**src/rtl/pm_clk_pkg.sv**
```systemverilog
package pm_clk_pkg;

  typedef enum logic {
    MODE_FULL = 1'b0,
    MODE_SLOW = 1'b1
  } pm_mode_e;

endpackage

```
**src/rtl/pm_evt_qual.sv**
```systemverilog
module pm_evt_qual #(
  parameter int NUM_IRQ = 2
) (
  input  logic [NUM_IRQ-1:0] irq_ack,
  input  logic [NUM_IRQ-1:0] irq_en,
  input  logic               ser_start,
  input  logic               tx_load,
  output logic               evt_any
);

  logic [NUM_IRQ-1:0] irq_hit;

  // An interrupt line counts only when it was enabled and acknowledged.
  for (genvar g = 0; g < NUM_IRQ; g++) begin : g_irq
    assign irq_hit[g] = irq_ack[g] & irq_en[g];
  end

  assign evt_any = (|irq_hit) | ser_start | tx_load;

endmodule

```
**src/rtl/pm_mode_ctl.sv**
```systemverilog
module pm_mode_ctl
  import pm_clk_pkg::*;
(
  input  logic     clk,
  input  logic     rst_n,
  input  logic     rst_evt,
  input  logic     slow_wr,
  input  logic     slow_val,
  input  logic     swb_wr,
  input  logic     swb_val,
  input  logic     evt_any,
  output pm_mode_e mode,
  output logic     swb_en,
  output logic     mode_chg
);

  pm_mode_e mode_q, mode_d;
  logic     swb_q, swb_d;

  // Priority, lowest first: software write, switchback, reset request.
  always_comb begin
    mode_d = mode_q;
    swb_d  = swb_q;
    if (swb_wr)  swb_d  = swb_val;
    if (slow_wr) mode_d = slow_val ? MODE_SLOW : MODE_FULL;
    if (swb_q && evt_any) mode_d = MODE_FULL;
    if (rst_evt) begin
      mode_d = MODE_FULL;
      swb_d  = 1'b0;
    end
  end

  always_ff @(posedge clk or negedge rst_n) begin
    if (!rst_n) begin
      mode_q <= MODE_FULL;
      swb_q  <= 1'b0;
    end else begin
      mode_q <= mode_d;
      swb_q  <= swb_d;
    end
  end

  assign mode     = mode_q;
  assign swb_en   = swb_q;
  assign mode_chg = (mode_d != mode_q);

endmodule

```
**src/rtl/pm_pace_cnt.sv**
```systemverilog
module pm_pace_cnt #(
  parameter int DIV_LOG2 = 8
) (
  input  logic clk,
  input  logic rst_n,
  input  logic clr,
  input  logic run,
  output logic tick
);

  localparam logic [DIV_LOG2-1:0] CNT_TOP = {DIV_LOG2{1'b1}};
  localparam logic [DIV_LOG2-1:0] CNT_ONE = {{(DIV_LOG2-1){1'b0}}, 1'b1};

  logic [DIV_LOG2-1:0] cnt_q;

  always_ff @(posedge clk or negedge rst_n) begin
    if (!rst_n)      cnt_q <= '0;
    else if (clr)    cnt_q <= '0;
    else if (run)    cnt_q <= cnt_q + CNT_ONE;
  end

  assign tick = run & (cnt_q == CNT_TOP);

endmodule

```
**src/rtl/pwr_clk_pacer.sv**
```systemverilog
module pwr_clk_pacer
  import pm_clk_pkg::*;
#(
  parameter int NUM_IRQ  = 2,
  parameter int DIV_LOG2 = 8
) (
  input  logic               clk,
  input  logic               rst_n,
  input  logic               rst_evt,
  input  logic               slow_wr,
  input  logic               slow_val,
  input  logic               swb_wr,
  input  logic               swb_val,
  input  logic [NUM_IRQ-1:0] irq_ack,
  input  logic [NUM_IRQ-1:0] irq_en,
  input  logic               ser_start,
  input  logic               tx_load,
  output logic               clk_en,
  output logic               slow_mode
);

  pm_mode_e mode;
  logic     evt_any;
  logic     swb_en_q;
  logic     mode_chg;
  logic     pace_tick;

  pm_evt_qual #(.NUM_IRQ(NUM_IRQ)) u_qual (
    .irq_ack   (irq_ack),
    .irq_en    (irq_en),
    .ser_start (ser_start),
    .tx_load   (tx_load),
    .evt_any   (evt_any)
  );

  pm_mode_ctl u_mode (
    .clk      (clk),
    .rst_n    (rst_n),
    .rst_evt  (rst_evt),
    .slow_wr  (slow_wr),
    .slow_val (slow_val),
    .swb_wr   (swb_wr),
    .swb_val  (swb_val),
    .evt_any  (evt_any),
    .mode     (mode),
    .swb_en   (swb_en_q),
    .mode_chg (mode_chg)
  );

  pm_pace_cnt #(.DIV_LOG2(DIV_LOG2)) u_cnt (
    .clk   (clk),
    .rst_n (rst_n),
    .clr   (mode_chg),
    .run   (mode == MODE_SLOW),
    .tick  (pace_tick)
  );

  assign slow_mode = (mode == MODE_SLOW);
  assign clk_en    = (mode == MODE_FULL) | pace_tick;

endmodule

```
**config.mk**
```make
export PLATFORM = sky130hd
export DESIGN_NAME = pwr_clk_pacer
export DESIGN_NICKNAME = d
export VERILOG_FILES = /design/src/rtl/pm_clk_pkg.sv /design/src/rtl/pm_evt_qual.sv /design/src/rtl/pm_mode_ctl.sv /design/src/rtl/pm_pace_cnt.sv /design/src/rtl/pwr_clk_pacer.sv
export SDC_FILE = /design/constraint.sdc
export NUM_CORES = 1
export LEC_CHECK = 0
export ABC_AREA = 1
export BUFFER_PORTS_ARGS = -buffer_cell sky130_fd_sc_hd__buf_2
export CORE_AREA = 2 2 39 41
export CTS_CLUSTER_DIAMETER = 120
export DETAILED_ROUTE_END_ITERATION = 12
export DIE_AREA = 0 0 41 43
export GPL_TIMING_DRIVEN = 0
export PLACE_DENSITY = 0.74
export SETUP_SLACK_MARGIN = 0.15
export SLEW_MARGIN = 20
export SYNTH_ARGS = -nofsm -noshare
export SYNTH_HDL_FRONTEND = slang
export SYNTH_SLANG_ARGS = --single-unit
```
**constraint.sdc**
```tcl
create_clock -name clk -period 2.05 [get_ports clk]
set_input_delay 0.41 -clock clk [delete_from_list [all_inputs] [get_ports clk]]
set_output_delay 0.41 -clock clk [all_outputs]
set_load 0.1 [all_outputs]
```
==> run summary <==
outcome -> finished clean
synthesis-to-finish area growth -> 33.92%
1st-iter DRT viols -> 13
WP buf/inv -> 1
top-count cell post-synth -> nand2_1
CP peak stage delay -> 0.40 ns
core area -> 1384 µm²
Site Rows -> 14
drt pass-1 iters -> 4
Distinct cells, synth -> 16
Synth Area in XOR/XNOR -> 0%
crit path cell chain -> ha_4 -> nand2_1 -> nor2_1 -> nand2_1 -> o21ai_2 -> buf_12
CTS buffer count -> 3
fin crit period -> 1.878 ns
EDFF count, synth -> 0
Sink Count -> 10
drc violations -> 0
initial antenna violation count -> 0
Final Slew Violations -> 0
diode count -> 0
DR vias -> 562
Clock Pin Slew Worst Setup and Hold Paths -> 0.08 ns
Post-synth top cells -> nand2_1, nor2_1, dfrtp_1, inv_1, nand3_1
sequential fraction of the synthesis area -> 44.35%
multi-input logic area -> 285.3 µm²
Worst Setup End Kind -> output port
Yosys reg bits -> 10
Clk Tree Root Cell -> clkbuf_4
share of the synthesized area in the top cell type -> 44.35%
pin count of the biggest net entering global routing -> 11
Area contributors post-synth -> dfrtp_1, nand2_1, nor2_1, inv_1, ha_1
CP Class -> reg2out
final instance area -> 755.7 µm²
Synthesized Nets -> 93
placed cell areas -> 659.4 µm²
share of cells above drive strength 1 -> 32.00%
ys flop type -> dfrtp_1
Slew headroom -> 67.92%
YS warnings -> 0
cell family with most CP delay -> flip-flops
GP Congestion -> 0.7813
Syn Inst Count -> 78
final setup vio count -> 0
Wirelength per Cell -> 10.17 µm
Syn Area/Cell -> 7.235 µm²
LEAKAGE -> 0.3920 nW
mux cell area share after synthesis -> 0%
Die Footprint -> 1763 µm²
NumNets Final -> 116
buffers added on ports -> 14
unrepaired setup endpoints after global routing -> yes
CP max stage cell -> dfrtp_1
post-layout util -> 54.61%
worst skew pair latency -> 0.28 ns
Max Buffers Root-to-Sink -> 2
clock skew -> 0.002071 ns
Die H -> 43 µm
DR vias/cell -> 4.845
Initial Util -> 40.78%
largest family of logic cells by synthesized area -> simple AND/OR/NAND/NOR gates
final WL -> 1180 µm
Fin Setup TNS -> 0 ns
VDD IR max -> 371.5 µV
fillers -> 125
Post-Synth Simple-Gate Area -> 33.48%
Req. time, crit path -> 1.64 ns
Final ANT Viol Nets -> 0
final critical-path share of the clock period -> 91.63%
Ports -> 15
Top cell by count, worst path -> nand2_1
vias in the first global route -> 543
Synth area leader -> dfrtp_1
CP max FO -> 3
CTS H-tree depth -> 1
Synth Area in Adders -> 4.435%
global-route wire length before repair -> 1994 µm
startpoint types -> register
gr usage total -> 16.65%
grt total ovfl -> 0
max-cap violations -> 0
Power per Cell Area -> 946.5 nW/µm²
register area -> 251.5 µm²
Post-Synthesis Cell Area -> 564.3 µm²
Min-Delay Path Class -> in2reg
asr flop ratio synth -> 100.0%
Hold Violations, Final -> 0
CTS tree -> built
die width -> 41 µm
Synth Area in Compound Gates -> 9.756%
fmax -> 0.5324 GHz
DP HPWL -> 881.1 µm
worst slew pin tran -> 0.4845 ns
WP data arrival -> 1.47 ns
## worst reg2reg max path, stage by stage (launching register included)
cell      delay [ns]
dfrtp_2         0.38
inv_1           0.06
nor2_1          0.08
a21oi_1         0.04
nor2_1          0.08
nand2_1         0.08
ha_1            0.30
nor2_1          0.19
clkinv_1        0.15
o21ai_1         0.10
a21oi_1         0.06
## cell type report
class / count / share of cell area [%]
flip-flops and latches: 10 / 33.28
clock buffers: 4 / 4.801
well taps: 16 / 2.649
multi-input cells: 56 / 37.75
repair buffers: 18 / 15.56
inverters: 12 / 5.960
## stage by stage
| stage | total power, mW | instances | hold WS (ns) | setup slack [ns] |
|---|---|---|---|---|
| after floorplan | 0.4091 | 78 | 0.1144 | 0.05351 |
| final | 0.7153 | 116 | 0.3034 | 0.1717 |
| after detailed placement | 0.4587 | 108 | 0.2843 | 0.2476 |
| after global placement | 0.4461 | 108 | 0.2810 | 0.2797 |
| after CTS | 0.6666 | 114 | 0.3117 | 0.1578 |
| after global routing | 0.7543 | 116 | 0.3191 | 0.09856 |
## layer usage
layer	global-route usage [%]	routed length [µm]	up-vias	share of wire, %
met1	17.67	530	245	45
li1	-	-	292	-
met2	27.81	565	20	48
met3	3.141	54	5	4.6
met4	10.67	29	0	2.5
met5	0	0	-	0
## path summary, 6_finish.rpt
kind / from / end / slack [ns] / cells after the start
max: u_cnt.cnt_q[0] / clk_en / 0.17 / 6
min: rst_evt / u_mode.swb_en / 0.30 / 2
max reg2reg: u_mode.mode / u_cnt.cnt_q[3] / 0.41 / 10
min reg2reg: u_mode.swb_en / u_mode.mode / 0.56 / 3
max in group asynchronous: rst_n / u_mode.mode / 1.32 / 2
min in group asynchronous: rst_n / u_cnt.cnt_q[7] / 0.51 / 2
## sequential cells by signal, summed over array words and instances (netlist names)
signal         cells
u_cnt.cnt_q        8
u_mode.mode        1
u_mode.swb_en      1
## kinds of logic after synthesis
group / after synthesis
AOI/OAI and AO/OA: 10
adders and majority gates: 2
buffers and inverters: 12
DFF: 10
and+or+nand+nor: 44
## what timing repair did
action,CTS,global route
pin swaps,0,3
resized for setup,5,1
endpoints found under the hold margin,10,0
hold buffers,1,0
setup buffers,1,2
setup endpoints to repair,1,1
## power by group
group / switching [mW] / internal, mW
Combinational: 0.124 / 0.109
Sequential: 0.0444 / 0.245
Clock: 0.0850 / 0.108
Total: 0.254 / 0.462
## cell usage in the layout, fill, tap and decap left out, types with 3 or more instances in the layout
cell type and n:
nand3_1 5, nor2_2 3, o21ai_1 3, a21oi_1 4, buf_2 13, buf_4 3
nor2_1 12, inv_1 7, clkbuf_4 3, inv_2 4, nand2_1 21, dfrtp_1 9
Power figures use the tool's default switching activity.
